File: config.mk
export PLATFORM = sky130hd
export DESIGN_NAME = midi_stat_irq
export DESIGN_NICKNAME = d
export VERILOG_FILES = /design/src/rtl/midi_si_pkg.sv /design/src/rtl/midi_si_ovr.sv /design/src/rtl/midi_si_rxirq.sv /design/src/rtl/midi_si_txirq.sv /design/src/rtl/midi_stat_irq.sv
export SDC_FILE = /design/constraint.sdc
export NUM_CORES = 1
export LEC_CHECK = 0
export BUFFER_PORTS_ARGS = -buffer_cell sky130_fd_sc_hd__buf_2
export CORE_MARGIN = 8
export CORE_UTILIZATION = 40
export DETAILED_ROUTE_END_ITERATION = 16
export HOLD_SLACK_MARGIN = 0.15
export REMOVE_ABC_BUFFERS = 1
export SLEW_MARGIN = 20
export SYNTH_ARGS = -nofsm -noshare
export SYNTH_HDL_FRONTEND = slang
export SYNTH_HIERARCHICAL = 1
export SYNTH_SLANG_ARGS = --single-unit
File: constraint.sdc
create_clock -name clk -period 2.4 [get_ports clk]
set_clock_uncertainty 0.1 [all_clocks]
set_input_delay 0.24 -clock clk [delete_from_list [all_inputs] [get_ports clk]]
set_output_delay 0.24 -clock clk [all_outputs]
set_load 0.005 [all_outputs]
File: src/rtl/midi_si_pkg.sv
package midi_si_pkg;
   // status byte fields (host software decodes these positions)
   localparam int ST_RXFULL  = 5;
   localparam int ST_MODE    = 4;
   localparam int ST_OVR     = 3;
   localparam int ST_TXEMPTY = 2;
   // control register enable fields
   localparam int CTL_RXIE   = 3;
   localparam int CTL_TXIE   = 1;

   typedef struct packed {
      logic rx_ie;
      logic tx_ie;
   } irq_en_t;
endpackage

File: src/rtl/midi_si_ovr.sv
module midi_si_ovr #(
   parameter int DEPTH = 16,
   localparam int LVL_W = $clog2(DEPTH + 1)
) (
   input  logic             clk,
   input  logic             rst_n,
   input  logic             fifo_mode,
   input  logic [LVL_W-1:0] rx_level,
   input  logic             rx_byte_in,
   input  logic             stat_rd,
   output logic             ovr_q
);
   logic [LVL_W-1:0] cap;
   logic             store_full;
   logic             lost;

   assign cap        = fifo_mode ? LVL_W'(DEPTH) : LVL_W'(1);
   assign store_full = (rx_level >= cap);
   assign lost       = rx_byte_in & store_full;

   always_ff @(posedge clk) begin
      if (!rst_n)       ovr_q <= 1'b0;
      else if (lost)    ovr_q <= 1'b1;
      else if (stat_rd) ovr_q <= 1'b0;
   end

   // a byte into a full store is flagged
   a_r3_flag_on_full: assert property (@(posedge clk) disable iff (!rst_n)
      (rx_byte_in && fifo_mode && rx_level == LVL_W'(DEPTH)) |=> ovr_q);
   // a plain status read clears, a coincident overrun wins
   a_r4_read_clears: assert property (@(posedge clk) disable iff (!rst_n)
      (stat_rd && !rx_byte_in) |=> !ovr_q);
   a_r4_no_spurious: assert property (@(posedge clk) disable iff (!rst_n)
      (!ovr_q && !rx_byte_in) |=> !ovr_q);
endmodule

File: src/rtl/midi_si_rxirq.sv
module midi_si_rxirq #(
   parameter int DEPTH       = 16,
   parameter int RX_THRESH   = 8,
   parameter int TIMEOUT_CYC = 320000,
   localparam int LVL_W = $clog2(DEPTH + 1)
) (
   input  logic             clk,
   input  logic             rst_n,
   input  logic             fifo_mode,
   input  logic [LVL_W-1:0] rx_level,
   input  logic             rx_byte_in,
   input  logic             rx_read,
   output logic             rx_cond
);
   logic quiet;
   logic to_q;
   logic thr_hit;

   assign quiet   = fifo_mode & (rx_level != '0) & ~rx_byte_in & ~rx_read;
   assign thr_hit = (rx_level >= LVL_W'(RX_THRESH));

   generate
      if (TIMEOUT_CYC == 0) begin : g_no_timer
         assign to_q = 1'b0;
      end else begin : g_timer
         localparam int CNT_W = $clog2(TIMEOUT_CYC + 1);
         logic [CNT_W-1:0] idle_cnt;
         logic             expired_q;
         always_ff @(posedge clk) begin
            if (!rst_n || !quiet) begin
               idle_cnt  <= '0;
               expired_q <= 1'b0;
            end else if (idle_cnt == CNT_W'(TIMEOUT_CYC - 1)) begin
               expired_q <= 1'b1;
            end else begin
               idle_cnt <= idle_cnt + 1'b1;
            end
         end
         assign to_q = expired_q;
         // any receive or read activity restarts the idle window
         a_r7_activity_restarts: assert property (@(posedge clk) disable iff (!rst_n)
            (rx_byte_in || rx_read) |=> (!expired_q && idle_cnt == '0));
      end
   endgenerate

   always_comb begin
      if (fifo_mode) rx_cond = thr_hit | (to_q & quiet);
      else           rx_cond = (rx_level != '0);
   end

   // at or above threshold in FIFO mode the condition is present
   a_r6_threshold: assert property (@(posedge clk) disable iff (!rst_n)
      (fifo_mode && rx_level >= LVL_W'(RX_THRESH)) |-> rx_cond);
   // empty single-byte buffer never requests
   a_r5_empty_quiet: assert property (@(posedge clk) disable iff (!rst_n)
      (rx_level == '0) |-> !rx_cond);
endmodule

File: src/rtl/midi_si_txirq.sv
module midi_si_txirq #(
   parameter int DEPTH      = 16,
   parameter int TX_RELEASE = 3,
   localparam int LVL_W = $clog2(DEPTH + 1)
) (
   input  logic             clk,
   input  logic             rst_n,
   input  logic             uart_mode,
   input  logic [LVL_W-1:0] tx_level,
   output logic             tx_cond
);
   logic hyst_next;
   logic hold_q;

   assign hyst_next = (tx_level == '0) |
                      (hold_q & (tx_level < LVL_W'(TX_RELEASE)));

   always_ff @(posedge clk) begin
      if (!rst_n) hold_q <= 1'b0;
      else        hold_q <= hyst_next;
   end

   assign tx_cond = uart_mode ? hyst_next : (tx_level == '0);

   // once set, the UART request survives partial refills
   a_r9_hysteresis: assert property (@(posedge clk) disable iff (!rst_n)
      (uart_mode && tx_level == '0) |=>
      (tx_level < LVL_W'(TX_RELEASE)) |-> tx_cond);
   // at or above the release level the request is gone
   a_r9_release: assert property (@(posedge clk) disable iff (!rst_n)
      (tx_level >= LVL_W'(TX_RELEASE)) |-> !tx_cond);
endmodule

File: src/rtl/midi_stat_irq.sv
module midi_stat_irq
   import midi_si_pkg::*;
#(
   parameter int DEPTH       = 16,
   parameter int RX_THRESH   = 8,
   parameter int TX_RELEASE  = 3,
   parameter int TIMEOUT_CYC = 320000,
   localparam int LVL_W = $clog2(DEPTH + 1)
) (
   input  logic             clk,
   input  logic             rst_n,
   input  logic             uart_mode,
   input  logic             rx_fifo_en,
   input  logic [LVL_W-1:0] rx_level,
   input  logic [LVL_W-1:0] tx_level,
   input  logic             rx_byte_in,
   input  logic             rx_read,
   input  logic             tx_write,
   input  logic             stat_rd,
   input  logic             ctl_wr,
   input  logic [7:0]       ctl_wdata,
   output logic [7:0]       status,
   output logic             rx_ie,
   output logic             tx_ie,
   output logic             irq
);
   generate
      if (DEPTH < 2)
         $error("DEPTH must be at least 2");
      if (RX_THRESH < 1 || RX_THRESH > DEPTH)
         $error("RX_THRESH must lie in 1..DEPTH");
      if (TX_RELEASE < 1 || TX_RELEASE > DEPTH)
         $error("TX_RELEASE must lie in 1..DEPTH");
      if (TIMEOUT_CYC == 1)
         $error("TIMEOUT_CYC must be 0 (off) or at least 2");
   endgenerate

   logic    fifo_mode;
   logic    ovr_q;
   logic    rx_cond;
   logic    tx_cond;
   irq_en_t en_q;
   logic    unused_ok;

   assign fifo_mode = uart_mode | rx_fifo_en;
   assign unused_ok = tx_write;   // transmit writes act through tx_level

   midi_si_ovr #(.DEPTH(DEPTH)) ovr_i (
      .clk(clk), .rst_n(rst_n), .fifo_mode(fifo_mode), .rx_level(rx_level),
      .rx_byte_in(rx_byte_in), .stat_rd(stat_rd), .ovr_q(ovr_q));

   midi_si_rxirq #(.DEPTH(DEPTH), .RX_THRESH(RX_THRESH),
                   .TIMEOUT_CYC(TIMEOUT_CYC)) rx_i (
      .clk(clk), .rst_n(rst_n), .fifo_mode(fifo_mode), .rx_level(rx_level),
      .rx_byte_in(rx_byte_in), .rx_read(rx_read), .rx_cond(rx_cond));

   midi_si_txirq #(.DEPTH(DEPTH), .TX_RELEASE(TX_RELEASE)) tx_i (
      .clk(clk), .rst_n(rst_n), .uart_mode(uart_mode), .tx_level(tx_level),
      .tx_cond(tx_cond));

   always_ff @(posedge clk) begin
      if (!rst_n) begin
         en_q.rx_ie <= 1'b1;
         en_q.tx_ie <= 1'b0;
      end else if (ctl_wr) begin
         en_q.rx_ie <= ctl_wdata[CTL_RXIE];
         en_q.tx_ie <= ctl_wdata[CTL_TXIE];
      end
   end

   always_ff @(posedge clk) begin
      if (!rst_n) irq <= 1'b0;
      else        irq <= (en_q.rx_ie & rx_cond) | (en_q.tx_ie & tx_cond);
   end

   always_comb begin
      status              = 8'h00;
      status[ST_RXFULL]   = fifo_mode & (rx_level == LVL_W'(DEPTH));
      status[ST_MODE]     = uart_mode;
      status[ST_OVR]      = ovr_q;
      status[ST_TXEMPTY]  = fifo_mode & (tx_level == '0);
   end

   assign rx_ie = en_q.rx_ie;
   assign tx_ie = en_q.tx_ie;

   // with both sources masked the line falls
   a_r11_masked: assert property (@(posedge clk) disable iff (!rst_n)
      (!en_q.rx_ie && !en_q.tx_ie) |=> !irq);
   // control write lands in the enables
   a_r10_ctl_load: assert property (@(posedge clk) disable iff (!rst_n)
      ctl_wr |=> (rx_ie == $past(ctl_wdata[CTL_RXIE]) &&
                  tx_ie == $past(ctl_wdata[CTL_TXIE])));
   // FIFO status flags stay low outside FIFO mode
   a_r2_cleared: assert property (@(posedge clk) disable iff (!rst_n)
      !fifo_mode |-> (!status[ST_RXFULL] && !status[ST_TXEMPTY]));
endmodule

Word level (Yosys, flattened, before mapping) --
Index checks and enable logic that the tools add are counted. Widths: inputs -> output; s select.
Word-level totals: bits of input ports 27, output and inout bits 11, word-level logic and storage cells 40, bits in registers 25
Cells by class: muxes and demuxes 5, add/sub/neg operators 1, eq/ne operators 2, $lt $le $gt $ge 3, bitwise gates (word level) 16, reduce and logical (&&, ||, !) cells 6
Operators by type and width (number):
- $add 19x1->19 const B | 1
- $eq 19x19->1 const B | 1
- $and 1x1->1 | 10
- $eq 5x5->1 const B | 1
- $ge 5x4->1 const B | 1
- $ge 5x5->1 | 1
- $logic_not 5->1 | 1
- $lt 5x2->1 const B | 1
- $mux 5 | 1
- $reduce_bool 5->1 | 1
- $mux 1 | 4
- $or 1x1->1 | 4
- $logic_not 1->1 | 2
- $not 1->1 | 2
- $reduce_bool 2->1 | 1
- $logic_or 1x1->1 | 1

Depth between registers and ports, before layout --
Gate-level depths: netlist of the first run.
word-level depth 9, gate-level depth with buffers 8, gate-level depth less buffers 7

Hierarchy --
Netlist of the first run, hierarchy kept.
By module, submodules not included:
- midi_si_rxirq | cells each 113, instances 1, sequential area each 400.4 sq um, area an instance 974.7 sq um
- midi_stat_irq | cells each 22, instances 1, sequential area each 60.1 sq um, area an instance 205.2 sq um
- midi_si_ovr | cells each 10, instances 1, sequential area each 20.0 sq um, area an instance 93.8 sq um
- midi_si_txirq | cells each 9, instances 1, sequential area each 20.0 sq um, area an instance 60.1 sq um

Worst setup path after synthesis of the first run --
OpenSTA, ideal clock, no wires.
kind register to register, from register rx_i.g_timer.idle_cnt[0], to register rx_i.g_timer.idle_cnt[8], period minus slack after synthesis 1.882 ns, path buffers 2, library setup time 0.077 ns, cell stages (with the launch flop) 9, data arrival time 1.705 ns, slack 0.518 ns, required time 2.223 ns, path through dfxtp_1 ha_1 and4_4 and3_1 buf_6 and2_4 buf_6 or3_1 a21oi_1
On the way: cells in the longest elaborated chain, start to end 1, elaborated cells between the ends (all ways) 2, classes of those cells add/sub: 1; eq/ne: 1
RTL lines:
- start: declaration | line midi_si_rxirq.sv:27 | logic [CNT_W-1:0] idle_cnt;
- start signal: assignment | line midi_si_rxirq.sv:36 | idle_cnt <= idle_cnt + 1'b1;
- $add 19x1->19 or $eq 19x19->1 (tied branches) | line midi_si_rxirq.sv:36, midi_si_rxirq.sv:33
Several ways; a longest one is shown, not always the timed one. A chain may end at the register's enable or synchronous reset.

Final worst setup path of the first run --
from input tx_level[2], to register tx_i.hold_q
On the way: cells in the longest elaborated chain, start to end 3, elaborated cells between the ends (all ways) 4, classes of those cells order compare: 1; bitwise: 2; reduce/logical: 1
RTL lines:
- start: declaration | line midi_stat_irq.sv:15 | input logic [LVL_W-1:0] tx_level,
- $lt 5x2->1 | line midi_si_txirq.sv:16 | (hold_q & (tx_level < LVL_W'(TX_RELEASE)));
- $and 1x1->1 | line midi_si_txirq.sv:16
- $or 1x1->1 * | line midi_si_txirq.sv:15 | assign hyst_next = (tx_level == '0) |
- end signal: assignment | line midi_si_txirq.sv:20 | else hold_q <= hyst_next;
- end: declaration | line midi_si_txirq.sv:13 | logic hold_q;
Every way passes the cells marked *; elsewhere a longest branch is shown, timed or not.

==> results.cfg, run 1 <==
[place]
dp_hpwl_mm = 2.20
io_buffer_count = 26
gp_congestion = 0.743

[finish]
areaGrowthSynthToFinish_pct = 21.2
drive_gt1_frac = 0.215
diodes = 0
fill_cells = 331
nets = 222
multiInputGateArea_um2 = 754
regArea_um2 = 500

[yosys]
synth_xor_area_frac = 0.0919
ys_async_sr_fraction = 0
ys_ff_latch = 25
ys_warn_count = 6
synth_compound_area_frac = 0.0882
yosysTopAreaCellShare = 0.375
yosys.area.top_type = dfxtp_1
synth_top_family_by_area = simple AND/OR/NAND/NOR gates
synthFlopType = dfxtp_1
synth_fa_ha_area_frac = 0.0366
yosys.area_share.simple = 0.315
synth_cells = 154
avgSynthCellArea_um2 = 8.66
yosys-mux-area-fraction = 0.0225
synthTopCellsByArea = dfxtp_1, nor2_1, xnor2_1, xor2_1, a21oi_1
synth_common_cells = dfxtp_1, nor2_1, a21oi_1, nand2_1, xnor2_1
yosys.cell_types.count = 40
ys_seq_area_frac = 0.375
syn_area_um2 = 1330
synth.most_common_cell = dfxtp_1
synth_edf_count = 0

[global_route]
use_met3 = 0.0218
grt_pass1_vias = 1211
use_met1 = 0.133
grt-busiest-layer = met2
grt_max_degree = 20
antenna_found_initial = 0
grt_pass1_wl_mm = 5.13
track_usage = 0.117
gr-total-overflow = 0
gr-usage-met2 = 0.208

[clock_network]
h-tree-depth = 1
cts_buffers = 3
clk_root_buffer_cell = clkbuf_4
clk_pin_slew_ns = 0.14
post_cts_buffers = 0
cts_buffer_depth = 2
clock_latency_ns = 0.33
cts_tree = yes
cts_sinks = 25

[die]
die_w_um = 73.7
io_pins = 38
initial_core_util = 0.409
fp.dieH_um = 73.7
die_area_um2 = 5440
rows = 21
core-area_um2 = 3260

[power_and_ir_drop]
power.leakage_nw = 0.608
p_total_mw = 0.700
power_density_nw_per_um2 = 433
ir_worst_vdd_mv = 0.222

[detailed_routing]
drt-vias-per-instance = 5.06
routed_wl_mm = 2.99
firstDrtPassIters = 4
vias = 1200
route.detailed.wl_per_inst_um = 12.6
route.detailed.drc = 0
antenna_left = 0
drt_iter0_markers = 39

[critical_path]
rrSetupSlack_ns = 0.40
start_kind = input port
worstPathRequired_ns = 2.57
end_kind = register
crit_type = input port to register
cp_max_fo = 2
worst_ep_arrival_time_ns = 2.49

[sta]
fin_setup_tns_ns = 0
setup_viol = 0
fmax_mhz = 431
final.period_utilization = 0.967
timing.final.crit_period_ns = 2.32
slew_viol_final = 0
rsz0062_at_grt = false
hold_violations = 0

[outcome]
status = complete, no violations

[hold_path]
min_path_type = input port to register

[flow_run]
cap_viol_max_count = 0
==> where the power goes <==
group | internal [mW] | switching (mW) | leakage [nW]
sequential | 0.421 | 0.00297 | 0.202
clock | 0.0637 | 0.135 | 0.0139
combinational | 0.0431 | 0.0348 | 0.391
==> flip-flops by register name, summed over array words and instances, names as in the netlist <==
signal	count
rx_ie	1
ovr_i/ovr_q	1
tx_ie	1
tx_i/hold_q	1
rx_i/g_timer.idle_cnt	19
irq	1
rx_i/g_timer.expired_q	1
==> logic make-up (layout without fill, tap and decap cells) <==
logic type | Yosys count | after routing
fa+ha+maj | 4 | 4
compound gates | 20 | 20
flops | 25 | 25
buf+inv | 14 | 48
mux | 3 | 3
other cells | 1 | 4
xor+xnor | 14 | 14
simple gates | 73 | 73
==> through the flow <==
step / setup slack (ns) / hold WS [ns] / instance area [um^2] / std cells / util
CTS: 0.257 / 0.168 / 1620 / 237 / 0.496
global route: 0.00562 / 0.191 / 1620 / 237 / 0.496
finish: 0.0793 / 0.179 / 1620 / 237 / 0.496
detailed placement: 0.446 / 0.358 / 1480 / 222 / 0.453
global placement: 0.481 / 0.347 / 1480 / 222 / 0.453
floorplan: 0.557 / 0.202 / 1270 / 148 / -
==> worst max-delay path: stages <==
cell and delay, ns:
dlygate4sd3_1 0.55, buf_2 0.13, nor3_1 0.26, dlygate4sd3_1 0.62
nand2_1 0.06, dlygate4sd3_1 0.55, nor2_1 0.08
==> timing repair <==
| item | CTS | global route |
|---|---|---|
| resized for setup | 0 | 0 |
| hold buffers | 11 | 0 |
| setup endpoints to repair | 0 | 0 |
| hold endpoints to repair | 5 | 0 |
==> per-layer routing <==
metal / share of wire / vias up
li1: - / 609
met3: 0.036 / 4
met2: 0.48 / 27
met1: 0.47 / 560
met4: 0.015 / 0
met5: 0 / -
==> placed cells by master (no fill, tap or decap), drive strengths merged, types with 2 or more instances in the layout <==
master and instances:
and2 2, clkbuf 3, nor3 7, or3 3, xnor2 8, or4 2, nand4 6, and4 3
inv 5, ha 3, dfxtp 25, nor2b 2, conb 4, nor2 21, a21oi 9, xor2 6
o21ai 5, and3 3, buf 28, mux2i 3, nor4 4, dlygate4sd3 11, a21boi 2, nand3 7
nand2 9
==> area by class of cell <==
cell class	instances	share of cell area
Clock inverter	1	0.00464
Multi-Input combinational cell	118	0.467
Sequential cell	25	0.310
Clock buffer	3	0.0139
Timing Repair Buffer	39	0.158
Inverter	5	0.0116
Tap cell	46	0.0356
==> worst paths after layout <==
check                         endpoint  cells after the start                      from
max                        tx_i/hold_q                      7               tx_level[2]
min                        tx_i/hold_q                      3               tx_level[0]
max reg2reg  rx_i/g_timer.idle_cnt[10]                      6  rx_i/g_timer.idle_cnt[0]
min reg2reg     rx_i/g_timer.expired_q                      1    rx_i/g_timer.expired_q
(Power assumes the default switching activity.)
==> run 2, diff against run 1 <==
- CORE_UTILIZATION: 40 -> 30
==> run 2 against run 1 <==
Effect of this change:
- via count down 4.3%
- die area rose by 26%
- count of clock-buffer cells in the layout grew 1
- routed wire length is 8.8% lower
- first-iteration DRC count increased by 10%
- combinational power fell by 9.9%
- highest routed layer unchanged
==> results.cfg, run 2 (same netlist as run 1, synthesis figures left out) <==
[sta]
fmax_mhz = 477
hold_violations = 0
rsz0062_at_grt = false
fin_setup_tns_ns = 0
slew_viol_final = 0
timing.final.crit_period_ns = 2.09
hold_slack_ns = 0.180
setup_viol = 0
final.period_utilization = 0.873

[global_route]
grt_pass1_vias = 1140
gr-total-overflow = 0
grt_pass1_wl_mm = 4.86
track_usage = 0.0885
antenna_found_initial = 0
grt_max_degree = 20

[critical_path]
worstPathRequired_ns = 2.45
start_kind = input port
crit_type = input port to register
worst_ep_arrival_time_ns = 2.15
reg2reg_depth = 6
end_kind = register
cp_max_fo = 1

[power_and_ir_drop]
clockPowerShare = 0.327
comb_power_share = 0.096
power_frac_seq = 0.577
p_total_mw = 0.734
power_density_nw_per_um2 = 461
p_switching_mw = 0.157
p_int_mw = 0.576
ir_worst_vdd_mv = 0.315
switching_share = 0.215
power.leakage_nw = 0.596

[finish]
nets = 217
layout_commonest_cell = buf_2
diodes = 0
areaGrowthSynthToFinish_pct = 19.3
largest_reg_flops = 19
final_cell_mix = buf_2, dfxtp_1, nor2_1
regMostFlops = rx_i/g_timer.idle_cnt
drive_gt1_frac = 0.210

[detailed_routing]
route.detailed.drc = 0
routed_wl_mm = 2.73
drt-vias-per-instance = 4.83
route.detailed.wl_per_inst_um = 11.5
drt_iter0_markers = 43
antenna_left = 0
vias = 1149
firstDrtPassIters = 4

[clock_network]
cts_tree = yes
post_cts_buffers = 0
cts_buffers = 3
cts_sinks = 25
clock_latency_ns = 0.26
h-tree-depth = 1
clk_root_buffer_cell = clkbuf_8
clk_pin_slew_ns = 0.08
cts_buffer_depth = 2

[die]
io_pins = 38
fp.dieH_um = 82.7
die_area_um2 = 6840
core-area_um2 = 4320
rows = 24
initial_core_util = 0.308
die_w_um = 82.7

[hold_path]
worstHoldPathCells = 3
min_path_type = input port to register

[place]
gp_congestion = 0.744
dp_hpwl_mm = 2.03
io_buffer_count = 26

[outcome]
status = complete, no violations

[flow_run]
cap_viol_max_count = 0
-- run 2: cell count changes in the layout (fill, tap and decap cells not counted), sizes merged --
cell / change
buf: -1
clkinvlp: -1
clkbuf: +1
dlygate4sd3: -4
-- run 2: critical path: stages --
cell and delay [ns]:
dlygate4sd3_1 0.53, buf_2 0.12, mux2i_1 0.11, dlygate4sd3_1 0.56, nand2_1 0.05, dlygate4sd3_1 0.55
-- run 2: worst paths after layout --
path,slack (ns),to,start
max,0.31,rx_ie,ctl_wdata[3]
max reg2reg,0.43,rx_i/g_timer.idle_cnt[10],rx_i/g_timer.idle_cnt[0]
min reg2reg,0.37,rx_i/g_timer.expired_q,rx_i/g_timer.expired_q
min,0.18,tx_i/hold_q,rst_n
-- run 2: metal layers --
| metal | routed length (um) | vias to the layer above | share of wire | GRT usage |
|---|---|---|---|---|
| met1 | 1260 | 528 | 0.46 | 0.101 |
| li1 | - | 602 | - | - |
| met2 | 1310 | 15 | 0.48 | 0.153 |
| met4 | 44 | 0 | 0.016 | 0.0310 |
| met3 | 111 | 4 | 0.041 | 0.0260 |
| met5 | 0 | - | 0 | 0 |
-- run 2: through the flow --
stage,utilization,instances,worst slack [ns],area [um^2]
floorplan,-,148,0.557,1270
global placement,0.341,227,0.457,1480
detailed placement,0.341,227,0.447,1480
CTS,0.368,238,0.314,1590
global route,0.368,238,0.264,1590
finish,0.368,238,0.305,1590
-- run 2: power groups by stage --
| stage | sequential (mW) | clock, mW | combinational (mW) |
|---|---|---|---|
| floorplan | 0.434 | 0 | 0.0261 |
| global placement | 0.433 | 0 | 0.0607 |
| detailed placement | 0.433 | 0 | 0.0611 |
| CTS | 0.423 | 0.258 | 0.0706 |
| global route | 0.424 | 0.272 | 0.0788 |
| finish | 0.423 | 0.240 | 0.0703 |
-- run 2: cell type report --
| class | count | area [um^2] |
|---|---|---|
| Multi-Input combinational cell | 118 | 754 |
| Fill cell | 463 | 2730 |
| Tap cell | 52 | 65.1 |
| Clock buffer | 4 | 45.0 |
| Inverter | 5 | 18.8 |
| Sequential cell | 25 | 500 |
| Timing Repair Buffer | 34 | 208 |
-- run 2: repair_timing --
item | 4_1_cts | 5_1_grt
endpoints found under the hold margin | 4 | 0
setup endpoints to repair | 0 | 0
resized for setup | 0 | 0
hold buffers | 7 | 0
